File: src/rtl/sport_pkg.sv
package sport_pkg;

   localparam logic [2:0] IDX_DATA  = 3'd0;
   localparam logic [2:0] IDX_LEVEL = 3'd1;
   localparam logic [2:0] IDX_STAT  = 3'd2;
   localparam logic [2:0] IDX_CTRL  = 3'd3;
   localparam logic [2:0] IDX_RATE  = 3'd4;

   localparam int unsigned ST_TX    = 0;
   localparam int unsigned ST_TRIG  = 1;
   localparam int unsigned ST_TMO   = 2;
   localparam int unsigned ST_FE    = 3;
   localparam int unsigned ST_BRK   = 4;
   localparam int unsigned ST_OE    = 5;
   localparam int unsigned ST_TXSET = 6;

   typedef struct packed {
      logic [1:0] idle_code;
      logic [4:0] offs;
      logic       brk;
      logic       err_en;
      logic       rx_en;
      logic       tx_en;
      logic [2:0] rx_code;
      logic [1:0] tx_code;
   } ctl_t;

   function automatic logic [31:0] ctl_to_word(input ctl_t c);
      logic [31:0] w;
      w        = '0;
      w[1:0]   = c.tx_code;
      w[4:2]   = c.rx_code;
      w[5]     = c.tx_en;
      w[6]     = c.rx_en;
      w[7]     = c.err_en;
      w[8]     = c.brk;
      w[13:9]  = c.offs;
      w[17:16] = c.idle_code;
      return w;
   endfunction

   function automatic ctl_t word_to_ctl(input logic [31:0] w);
      ctl_t c;
      c.tx_code   = w[1:0];
      c.rx_code   = w[4:2];
      c.tx_en     = w[5];
      c.rx_en     = w[6];
      c.err_en    = w[7];
      c.brk       = w[8];
      c.offs      = w[13:9];
      c.idle_code = w[17:16];
      return c;
   endfunction

   function automatic logic [7:0] rx_trig_bytes(input logic [2:0] code);
      case (code)
         3'd0:    return 8'd1;
         3'd1:    return 8'd4;
         3'd2:    return 8'd8;
         3'd3:    return 8'd16;
         3'd4:    return 8'd32;
         default: return 8'd48;
      endcase
   endfunction

   function automatic logic [7:0] tx_trig_bytes(input logic [1:0] code);
      case (code)
         2'd0:    return 8'd0;
         2'd1:    return 8'd4;
         2'd2:    return 8'd8;
         default: return 8'd16;
      endcase
   endfunction

   function automatic logic [7:0] idle_limit(input logic [1:0] code);
      case (code)
         2'd0:    return 8'd0;
         2'd1:    return 8'd4;
         2'd2:    return 8'd8;
         default: return 8'd16;
      endcase
   endfunction

endpackage

File: src/rtl/sport_fifo.sv
module sport_fifo #(
   parameter int unsigned DEPTH = 64,
   parameter int unsigned W     = 8,
   localparam int unsigned PW   = $clog2(DEPTH),
   localparam int unsigned CW   = $clog2(DEPTH + 1)
) (
   input  logic          clk,
   input  logic          rst_n,
   input  logic          push,
   input  logic [W-1:0]  din,
   input  logic          pop,
   output logic [W-1:0]  dout,
   output logic [CW-1:0] count,
   output logic          full,
   output logic          empty
);

   if (DEPTH < 2 || (DEPTH & (DEPTH - 1)) != 0) begin : g_depth_chk
      $error("sport_fifo: DEPTH must be a power of two of at least 2");
   end

   logic [W-1:0]  mem [DEPTH];
   logic [PW-1:0] wp, rp;
   logic          push_ok, pop_ok;

   assign full    = (count == CW'(DEPTH));
   assign empty   = (count == '0);
   assign push_ok = push & ~full;
   assign pop_ok  = pop & ~empty;
   assign dout    = mem[rp];

   always_ff @(posedge clk) begin
      if (push_ok) mem[wp] <= din;
   end

   always_ff @(posedge clk) begin
      if (!rst_n) begin
         wp    <= '0;
         rp    <= '0;
         count <= '0;
      end else begin
         if (push_ok) wp <= wp + 1'b1;
         if (pop_ok)  rp <= rp + 1'b1;
         case ({push_ok, pop_ok})
            2'b10:   count <= count + 1'b1;
            2'b01:   count <= count - 1'b1;
            default: count <= count;
         endcase
      end
   end

endmodule

File: src/rtl/sport_idle.sv
module sport_idle
   import sport_pkg::*;
(
   input  logic       clk,
   input  logic       rst_n,
   input  logic [1:0] code,
   input  logic       tick,
   input  logic       activity,
   input  logic       has_data,
   output logic       flag
);

   logic [7:0] lim;
   logic [7:0] cnt;

   assign lim = idle_limit(code);

   always_ff @(posedge clk) begin
      if (!rst_n) begin
         cnt  <= '0;
         flag <= 1'b0;
      end else if (activity || !has_data || lim == 8'd0) begin
         cnt  <= '0;
         flag <= 1'b0;
      end else if (tick && !flag) begin
         cnt <= cnt + 8'd1;
         if (cnt + 8'd1 == lim) flag <= 1'b1;
      end
   end

endmodule

File: src/rtl/sport_baud.sv
module sport_baud #(
   parameter int unsigned RATE_W = 8,
   parameter int unsigned OVS    = 14,
   localparam int unsigned PW    = $clog2(OVS)
) (
   input  logic              clk,
   input  logic              rst_n,
   input  logic              restart,
   input  logic [RATE_W-1:0] rate,
   output logic              tick
);

   if (OVS < 2) begin : g_ovs_chk
      $error("sport_baud: OVS must be at least 2");
   end

   logic [RATE_W-1:0] pre;
   logic [PW-1:0]     ph;
   logic              pre_wrap, ph_wrap;

   assign pre_wrap = (pre == rate);
   assign ph_wrap  = (ph == PW'(OVS - 1));

   always_ff @(posedge clk) begin
      if (!rst_n || restart) begin
         pre  <= '0;
         ph   <= '0;
         tick <= 1'b0;
      end else begin
         tick <= pre_wrap & ph_wrap;
         if (pre_wrap) begin
            pre <= '0;
            ph  <= ph_wrap ? '0 : ph + 1'b1;
         end else begin
            pre <= pre + 1'b1;
         end
      end
   end

endmodule

File: src/rtl/sport_regs.sv
module sport_regs
   import sport_pkg::*;
#(
   parameter int unsigned FIFO_DEPTH = 64,
   parameter int unsigned ADDR_W     = 5,
   parameter int unsigned RATE_W     = 8,
   parameter int unsigned OVERSAMPLE = 14
) (
   input  logic              clk,
   input  logic              rst_n,
   input  logic              bus_sel,
   input  logic              bus_wr,
   input  logic [ADDR_W-1:0] bus_addr,
   input  logic [31:0]       bus_wdata,
   output logic [31:0]       bus_rdata,
   output logic              tx_valid,
   output logic [7:0]        tx_byte,
   input  logic              tx_take,
   input  logic              rx_push,
   input  logic [7:0]        rx_byte,
   input  logic              rx_frame_err,
   input  logic              rx_break,
   input  logic              rx_idle_tick,
   output logic              line_break,
   output logic [4:0]        sample_offset,
   output logic [RATE_W-1:0] baud_div,
   output logic              baud_tick,
   output logic              irq
);

   localparam int unsigned CW    = $clog2(FIFO_DEPTH + 1);
   localparam int unsigned RXE_W = 10;

   if (FIFO_DEPTH < 48 || FIFO_DEPTH > 255) begin : g_depth_chk
      $error("sport_regs: FIFO_DEPTH must lie in 48..255");
   end
   if (ADDR_W < 5) begin : g_addr_chk
      $error("sport_regs: ADDR_W must be at least 5");
   end
   if (RATE_W < 1 || RATE_W > 16) begin : g_rate_chk
      $error("sport_regs: RATE_W must lie in 1..16");
   end

   // ---------------- address decode ----------------
   logic       upper_ok;
   logic [2:0] widx;
   logic       acc_wr, acc_rd;
   logic       wr_data, wr_stat, wr_ctrl, wr_rate, rd_data;
   logic       unused_in;

   if (ADDR_W > 5) begin : g_upper
      assign upper_ok = (bus_addr[ADDR_W-1:5] == '0);
   end else begin : g_flat
      assign upper_ok = 1'b1;
   end

   assign widx      = bus_addr[4:2];
   assign acc_wr    = bus_sel & bus_wr & upper_ok;
   assign acc_rd    = bus_sel & ~bus_wr & upper_ok;
   assign wr_data   = acc_wr & (widx == IDX_DATA);
   assign wr_stat   = acc_wr & (widx == IDX_STAT);
   assign wr_ctrl   = acc_wr & (widx == IDX_CTRL);
   assign wr_rate   = acc_wr & (widx == IDX_RATE);
   assign rd_data   = acc_rd & (widx == IDX_DATA);
   assign unused_in = ^{bus_wdata, bus_addr[1:0]};

   // ---------------- queues ----------------
   logic [CW-1:0]    tx_cnt, rx_cnt;
   logic             tx_full, tx_empty, rx_full, rx_empty;
   logic [RXE_W-1:0] rx_head;

   sport_fifo #(.DEPTH(FIFO_DEPTH), .W(8)) u_txq (
      .clk   (clk),
      .rst_n (rst_n),
      .push  (wr_data),
      .din   (bus_wdata[7:0]),
      .pop   (tx_take),
      .dout  (tx_byte),
      .count (tx_cnt),
      .full  (tx_full),
      .empty (tx_empty)
   );

   sport_fifo #(.DEPTH(FIFO_DEPTH), .W(RXE_W)) u_rxq (
      .clk   (clk),
      .rst_n (rst_n),
      .push  (rx_push),
      .din   ({rx_break, rx_frame_err, rx_byte}),
      .pop   (rd_data),
      .dout  (rx_head),
      .count (rx_cnt),
      .full  (rx_full),
      .empty (rx_empty)
   );

   assign tx_valid = ~tx_empty;

   // ---------------- control and rate ----------------
   ctl_t              ctl;
   logic [RATE_W-1:0] rate_q;
   logic              en_tx, en_rx, en_err;

   always_ff @(posedge clk) begin
      if (!rst_n) begin
         ctl    <= '0;
         rate_q <= '0;
      end else begin
         if (wr_ctrl) ctl    <= word_to_ctl(bus_wdata);
         if (wr_rate) rate_q <= bus_wdata[RATE_W-1:0];
      end
   end

   assign en_tx         = ctl.tx_en;
   assign en_rx         = ctl.rx_en;
   assign en_err        = ctl.err_en;
   assign line_break    = ctl.brk;
   assign sample_offset = ctl.offs;
   assign baud_div      = rate_q;

   sport_baud #(.RATE_W(RATE_W), .OVS(OVERSAMPLE)) u_baud (
      .clk     (clk),
      .rst_n   (rst_n),
      .restart (wr_rate),
      .rate    (rate_q),
      .tick    (baud_tick)
   );

   // ---------------- interrupt causes ----------------
   logic st_tx, st_fe, st_brk, st_oe, st_tmo;
   logic rx_trig_now, tx_low_evt;

   assign rx_trig_now = (8'(rx_cnt) >= rx_trig_bytes(ctl.rx_code));
   assign tx_low_evt  = tx_take & ~tx_empty &
                        ((8'(tx_cnt) - 8'd1) <= tx_trig_bytes(ctl.tx_code));

   always_ff @(posedge clk) begin
      if (!rst_n) begin
         st_tx  <= 1'b0;
         st_fe  <= 1'b0;
         st_brk <= 1'b0;
         st_oe  <= 1'b0;
      end else begin
         if (wr_stat && bus_wdata[ST_TX])  st_tx  <= 1'b0;
         if (wr_stat && bus_wdata[ST_FE])  st_fe  <= 1'b0;
         if (wr_stat && bus_wdata[ST_BRK]) st_brk <= 1'b0;
         if (wr_stat && bus_wdata[ST_OE])  st_oe  <= 1'b0;
         if (tx_low_evt || (wr_stat && bus_wdata[ST_TXSET])) st_tx <= 1'b1;
         if (rx_push && rx_frame_err) st_fe  <= 1'b1;
         if (rx_push && rx_break)     st_brk <= 1'b1;
         if (rx_push && rx_full)      st_oe  <= 1'b1;
      end
   end

   sport_idle u_idle (
      .clk      (clk),
      .rst_n    (rst_n),
      .code     (ctl.idle_code),
      .tick     (rx_idle_tick),
      .activity (rx_push | rd_data),
      .has_data (~rx_empty),
      .flag     (st_tmo)
   );

   assign irq = (en_rx  & (rx_trig_now | st_tmo)) |
                (en_err & (st_fe | st_brk | st_oe)) |
                (en_tx  & st_tx);

   // ---------------- read mux ----------------
   logic [31:0] rmux;
   always_comb begin
      rmux = '0;
      case (widx)
         IDX_DATA:  rmux = rx_empty ? 32'h0000_0100
                                    : {21'b0, rx_head[9:8], 1'b0, rx_head[7:0]};
         IDX_LEVEL: rmux = {16'b0, 8'(tx_cnt), 8'(rx_cnt)};
         IDX_STAT:  rmux = {26'b0, st_oe, st_brk, st_fe, st_tmo, rx_trig_now, st_tx};
         IDX_CTRL:  rmux = ctl_to_word(ctl);
         IDX_RATE:  rmux = {{(32-RATE_W){1'b0}}, rate_q};
         default:   rmux = '0;
      endcase
   end

   assign bus_rdata = acc_rd ? rmux : 32'h0;

endmodule

File: config.mk
export PLATFORM = sky130hd
export DESIGN_NAME = sport_regs
export DESIGN_NICKNAME = d
export VERILOG_FILES = /design/src/rtl/sport_pkg.sv /design/src/rtl/sport_fifo.sv /design/src/rtl/sport_idle.sv /design/src/rtl/sport_baud.sv /design/src/rtl/sport_regs.sv
export SDC_FILE = /design/constraint.sdc
export NUM_CORES = 1
export LEC_CHECK = 0
export ABC_CLOCK_PERIOD_IN_PS = 5600
export BUFFER_PORTS_ARGS = -buffer_cell sky130_fd_sc_hd__buf_2
export CAP_MARGIN = 5
export CORE_UTILIZATION = 40
export DETAILED_ROUTE_END_ITERATION = 10
export GPL_TIMING_DRIVEN = 0
export HOLD_SLACK_MARGIN = 0.06
export PLACE_DENSITY = 0.67
export SKIP_CTS_REPAIR_TIMING = 1
export SYNTH_ARGS = -nofsm -noshare
export SYNTH_HDL_FRONTEND = slang
export SYNTH_SLANG_ARGS = --single-unit
File: constraint.sdc
create_clock -name clk -period 5.6 [get_ports clk]
set_clock_uncertainty 0.2 [all_clocks]
set_input_delay 0.56 -clock clk [delete_from_list [all_inputs] [get_ports clk]]
set_output_delay 0.56 -clock clk [all_outputs]
set_load 0.01 [all_outputs]
==> results of run 1 <==
[logic make-up after synthesis]
group                      Yosys count
DFF                               1252
and+or+nand+nor                    465
muxes                              406
buffers and inverters              183
AOI/OAI and AO/OA                  168
xor gates and xnor gates            52
adders and majority gates           29
other                                1
[power by group through the flow]
stage / Combinational (uW) / Clock [uW] / Sequential [uW]
3_5_place_dp: 1110 / 0 / 10500
5_1_grt: 1180 / 8070 / 10300
2_1_floorplan: 695 / 0 / 10500
4_1_cts: 1110 / 7700 / 10300
3_3_place_gp: 1090 / 0 / 10500
6_report: 1110 / 7620 / 10300
[how the worst max path moves through the flow]
stage | start | endpoint | slack, ps | depth (start not counted)
floorplan | bus_wr | u_rxq.count[6] | 1950 | 11
global placement | flop | bus_rdata[5] | 860 | 9
detailed placement | flop | bus_rdata[5] | 870 | 9
CTS | flop | bus_rdata[5] | 40 | 9
global route | flop | bus_rdata[6] | 90 | 9
finish | flop | bus_rdata[6] | 30 | 9
[final cells by class]
| cell class | instances | area, sq um | area share [%] |
|---|---|---|---|
| Multi-Input combinational cell | 1135 | 12600 | 22.3 |
| Buffer | 155 | 759 | 1.35 |
| Clock inverter | 63 | 504 | 0.896 |
| Clock buffer | 150 | 3120 | 5.55 |
| Inverter | 28 | 105 | 0.187 |
| Sequential cell | 1252 | 36600 | 65.0 |
| Timing Repair Buffer | 94 | 606 | 1.08 |
| Tap cell | 1637 | 2050 | 3.64 |
[worst max-delay path, cell delays in order (launching register included)]
cell      delay [ps]
dfxtp_1          450
buf_2            290
buf_2            480
clkbuf_1         920
mux4_2           420
a22oi_1          220
nand3_1          230
a22oi_1          420
o21ai_0          370
buf_2            250
[metrics by stage]
step                cells  power (uW)
finish               4514       19000
floorplan            2570       11200
global route         4514       19500
detailed placement   4285       11600
global placement     4284       11600
CTS                  4498       19100
[metal layers]
| layer | track usage, % | vias up |
|---|---|---|
| li1 | - | 10800 |
| met1 | 26.2 | 13400 |
| met2 | 31.5 | 1109 |
| met3 | 4.31 | 256 |
| met4 | 6.56 | 0 |
| met5 | 0 | - |
[cell usage after synthesis (28+ instances only)]
master / instances
clkbuf_1: 59
xnor2_1: 36
buf_1: 28
nand3_1: 36
nand2_1: 72
buf_2: 35
dfxtp_1: 100
mux2i_1: 73
mux4_2: 326
nor2_1: 189
buf_4: 31
edfxtp_1: 1152
nor2b_1: 47
and2_1: 30
[registers in the layout, summed over array words and instances (netlist names), 4 cells and up, named ones only]
name,flops
u_txq.wp,6
u_rxq.rp,6
u_txq.count,7
sample_offset,5
u_idle.cnt,8
u_rxq.mem,640
ctl,7
baud_div,8
u_rxq.count,7
u_rxq.wp,6
u_txq.mem,512
u_baud.ph,4
u_txq.rp,6
u_baud.pre,8
==> impl_metrics.yaml, run 1 <==
status:
  status: "finished, violations left"
  violations: "DRC"
clock_network:
  cts_made_buffers: 117
  cts_root_buffer: "clkbuf_16"
  clk_latency_ps: 730
  clkTransAtPathRegs_ps: 60
  clock_path_buffers: 3
  cts_sinks: 1252
  h-tree-depth: 3
  cts_tree: "done"
min_path:
  whs_path_depth: 4
  min_to: "u_txq.rp[1]"
  hold_class: "in -> reg"
  worstHoldStart: "tx_take"
worst_setup_path:
  r2r_setup_slack_ps: 1610
  cp_max_fo: 10
  cp-start-kind: "flop"
  critical_path_required_ps: 4840
  worstSetupPathType: "reg -> out"
  reg2reg_depth: 12
  end_kind: "output pin"
  worstPathArrival_ps: 4810
  worst_r2r_startpoint: "u_txq.count[0]"
  r2r_end: "u_txq.count[6]"
detailed_routing:
  drt_first_pass_iters: 10
  met3_length_microns: 10000
  drt-total-wl_microns: 124000
  viasPerCell: 5.66
  met2_wirelength_microns: 59800
  topRoutingLayerUsed: "met4"
  wl_met1_microns: 49900
  drt-initial-drc-count: 3072
  ant_nets: 0
  num_vias: 25600
  wl_per_cell_microns: 27.4
  drc: 15
synthesis:
  synthMuxAreaShare_pct: 16.3
  async_reset_ff_share_pct: 0
  yosys_register_bits: 1252
  synth_top_family_by_area: "multiplexers"
  yosys.area.top_type: "edfxtp_1"
  synth-xor-area-share_pct: 0.912
  ys_seq_area_share_pct: 73.3
  synth_edf_count: 1152
  synth_area_sq_mm: 0.0500
  synth_area_leaders: "edfxtp_1 69%, mux4_2 15%, dfxtp_1 4.0%"
  netlist.area_leader.share_pct: 69.2
  synth_cell_types: 74
  syn_inst: 2556
  synthSimpleGateAreaFrac_pct: 4.58
  postSynthAreaPerCell_sq_um: 19.5
  ys.flop_type: "edfxtp_1"
  yosysWarnings: 0
  synthAdderAreaFrac_pct: 0.756
  synth-compound-area-share_pct: 2.45
power:
  p_comb_share_pct: 5.8
  seq_power_share_pct: 54.1
  power_frac_clock_pct: 40.1
  vdd_ir_drop_max_mv: 0.352
  p_int_uw: 14900
  powerDensity_mw_per_mm2: 337
  netSwitchingFraction_pct: 21.7
  p_leak_uw: 0.0174
  p_sw_uw: 4110
global_routing:
  grt_usage_pct: 19.5
  antenna_found_initial: 0
  grt_overflow: 0
  grt_pass1_vias: 25300
  grt_pass1_wl_microns: 177000
  grt_max_degree: 68
final_layout:
  fin_util_pct: 45.5
  antenna-diode-count: 0
  area_growth_pct: 12.7
  layout_common_cells: "1152 x edfxtp_1, 326 x mux4_2, 189 x nor2_1"
  stdcell_area_sq_mm: 0.0563
  nFillCells: 10300
  drive_gt1_share_pct: 23.2
  finalNetCount: 2866
  final_common_cell: "edfxtp_1"
die:
  fp.dieW_microns: 355
  chipHeight_microns: 355
  die_area_sq_mm: 0.126
  rows: 129
  start_util_pct: 40.4
  coreArea_sq_mm: 0.124
  num_io_pins: 111
placed_design:
  dpl_cell_area_sq_mm: 0.0525
  place_congestion: 0.896
  dp_hpwl_microns: 78900
  pre_cts_ws_ps: 867
  io_buffers: 77
sta:
  fin_crit_ps: 5570
  rsz0062_at_grt: "no"
  setup_ws_ps: 34.4
  fin_setup_tns_ps: 0
  post-route-period-util_pct: 99.4
  setup_violations: 0
  holdWs_ps: 85.6
  max_freq_mhz: 180
  hold_viol: 0
  worst_slew_pin_slew_ps: 1450
  drv_slew: 0
  slew_headroom_pct: 3.28
run:
  drv_cap: 0
Power figures use the tool's default switching activity.
==> run 2, diff against run 1 <==
SYNTH_HIERARCHICAL = 1   (was unset)
==> run 2 against run 1 <==
Net effect:
- the flow now finishes without violations
- register-to-register slack lost 250 ps
- sequential cell count unchanged
- largest power group unchanged
- largest cell class unchanged
- maximum frequency rose by 3.0%
- worst hold slack improved by 3.7 ps
- critical endpoint is now bus_rdata[1]
- combinational power fell by 29%
- clock-buffer cell count increased by 3
- non-clock buffer count is 9 higher
- critical path type unchanged
- sequential share of layout area down 0.88 points
- synthesized area is 1.3% higher
- via count increased by 6.7%
==> impl_metrics.yaml, run 2 <==
worst_setup_path:
  cp-start-kind: "flop"
  worstPathArrival_ps: 4640
  cp_cell_sequence: "buf_2 -> buf_2 -> clkbuf_1 -> nand2_1 -> o22ai_1 -> nor3_1 -> a21oi_1 -> o21ai_1 -> a22oi_1 -> o22a_1 -> o22ai_1 -> buf_2"
  worstSetupPathType: "reg -> out"
  cp_slowest_cell: "clkbuf_1"
  worst_path_most_repeated_cell: "buf_2"
  worst_r2r_startpoint: "u_rxq/count[2]"
  end_kind: "output pin"
  r2r_setup_slack_ps: 1360
  cp_max_fo: 10
  cpPeakStageDelay_ps: 610
  critical_path_required_ps: 4840
final_layout:
  fin_util_pct: 45.4
  final_common_cell: "edfxtp_1"
  nFillCells: 10700
  reg_top3: "u_rxq/mem x640, u_txq/mem x512"
  top_register: "u_rxq/mem"
  area_growth_pct: 12.7
  finalNetCount: 3066
  largest_reg_flops: 640
  multi_input_area_sq_mm: 0.0130
  layout_common_cells: "1152 x edfxtp_1, 262 x mux4_2, 234 x nor2_1"
  drive_gt1_share_pct: 21.4
  regArea_sq_mm: 0.0366
  fin_cells: 4734
clock_network:
  cts_tree: "done"
  cts_root_buffer: "clkbuf_16"
  h-tree-depth: 3
  cts_sinks: 1252
  clock_path_buffers: 3
  clk_latency_ps: 730
  cts_made_buffers: 119
  clkTransAtPathRegs_ps: 70
die:
  chipHeight_microns: 358
  num_io_pins: 111
  start_util_pct: 40.3
  coreArea_sq_mm: 0.126
  fp.dieW_microns: 358
  rows: 130
  die_area_sq_mm: 0.128
detailed_routing:
  drt-initial-drc-count: 3573
  ant_nets: 0
  drt-total-wl_microns: 127000
  viasPerCell: 5.76
  wl_per_cell_microns: 26.8
  drc: 0
  drt_first_pass_iters: 6
  num_vias: 27300
placed_design:
  dp_hpwl_microns: 81300
  placedCellCount: 4500
  place_congestion: 0.922
  io_buffers: 75
power:
  vdd_ir_drop_max_mv: 0.253
  powerDensity_mw_per_mm2: 327
  p_leak_uw: 0.0178
synthesis:
  ys.flop_type: "edfxtp_1"
  ys_seq_area_share_pct: 72.3
  synth_cell_types: 80
  yosysWarnings: 6
  async_reset_ff_share_pct: 0
  yosys.area.top_type: "edfxtp_1"
  synth_area_sq_mm: 0.0506
  netlist.area_leader.share_pct: 68.3
  synth_most_common_cell: "edfxtp_1"
  synth_common_cells: "1152 x edfxtp_1, 262 x mux4_2, 234 x nor2_1"
  synth_edf_count: 1152
  postSynthAreaPerCell_sq_um: 18.3
  syn_inst: 2761
  yosys_register_bits: 1252
  synth_area_leaders: "edfxtp_1 68%, mux4_2 12%, dfxtp_1 4.0%"
status:
  status: "complete, no violations"
global_routing:
  grt_most_used_layer: "met2"
  grt_overflow: 0
  use_met3_pct: 4.88
  grt_pass1_wl_microns: 183000
  grt_pass1_vias: 26800
  use_met1_pct: 26.9
  antenna_found_initial: 7
  met2_usage_pct: 30.9
  grt_usage_pct: 19.6
  grt_max_degree: 68
sta:
  max_freq_mhz: 185
  fin_crit_ps: 5400
  post-route-period-util_pct: 96.5
  fin_setup_tns_ps: 0
  hold_viol: 0
  slew_headroom_pct: 6.45
  drv_slew: 0
  worst_slew_pin_slew_ps: 1400
  setup_violations: 0
  rsz0062_at_grt: "no"
min_path:
  worstHoldStart: "rx_byte[2]"
  hold_class: "in -> reg"
run:
  drv_cap: 0
run 2: cell types whose count changed in the layout (fill, tap and decap cells not counted), sizes merged, moves of 15 or more:
cell   change
mux4      -53
xnor2     -15
o21ai     +18
xor2      +18
nor3      +20
buf       +24
nor2      +45
nand2     +19
a21oi     +27
mux2i     +68
and2      -24
run 2: per-layer routing:
layer / share of wire (%) / vias to the layer above
met4: 2.9 / 8
li1: - / 11500
met1: 40 / 14100
met5: 0.044 / -
met3: 10 / 256
met2: 47 / 1392
run 2: layout make-up:
type / count / share of cell area [%]
buffer: 163 / 1.67
clock buffer: 153 / 5.49
antenna: 2 / 0.00877
sequential: 1252 / 64.1
timing repair buffer: 95 / 1.16
multi-input combinational: 1331 / 22.8
inverter: 29 / 0.191
clock inverter: 59 / 0.925
tap: 1650 / 3.62
run 2: final timing paths:
path | endpoint | cells after the start
min reg2reg | st_oe | 2
max | bus_rdata[1] | 12
min | u_rxq/mem[6][2] | 1
max reg2reg | u_rxq/mem[51][6] | 6
run 2: through the flow:
stage / instance area, sq um / hold slack (ps) / setup slack, ps / total power [uW]
after floorplan: 50700 / 248 / 1860 / 10900
after global placement: 53100 / 272 / 1040 / 11200
after detailed placement: 53100 / 279 / 1060 / 11200
after CTS: 56800 / -140 / 260 / 18800
after global routing: 57100 / 89.7 / 79.6 / 19200
final: 57100 / 89.3 / 198 / 18700
run 2: worst max-delay path: cells and delay by family, from the launching register on:
family                 cells  cell delay [ps]
and+or+nand+nor            2              420
buffers and inverters      4             1510
DFF                        1              420
AOI/OAI and AO/OA          6             1560
run 2: power breakdown:
part	switching, uW	total, uW	internal, uW
logic	505	789	284
clock network	3410	7630	4220
registers	29.0	10300	10200
run 2: kinds of logic after synthesis:
kind of cell               count (synthesis)  synth area share, %
adders and majority gates                 21                0.519
AOI/OAI and AO/OA                        236                 3.14
buffers and inverters                    192                 2.09
and+or+nand+nor                          575                 5.62
xor gates and xnor gates                  55                0.981
other                                      1              0.00741
DFF                                     1252                 72.3
muxes                                    429                 15.4
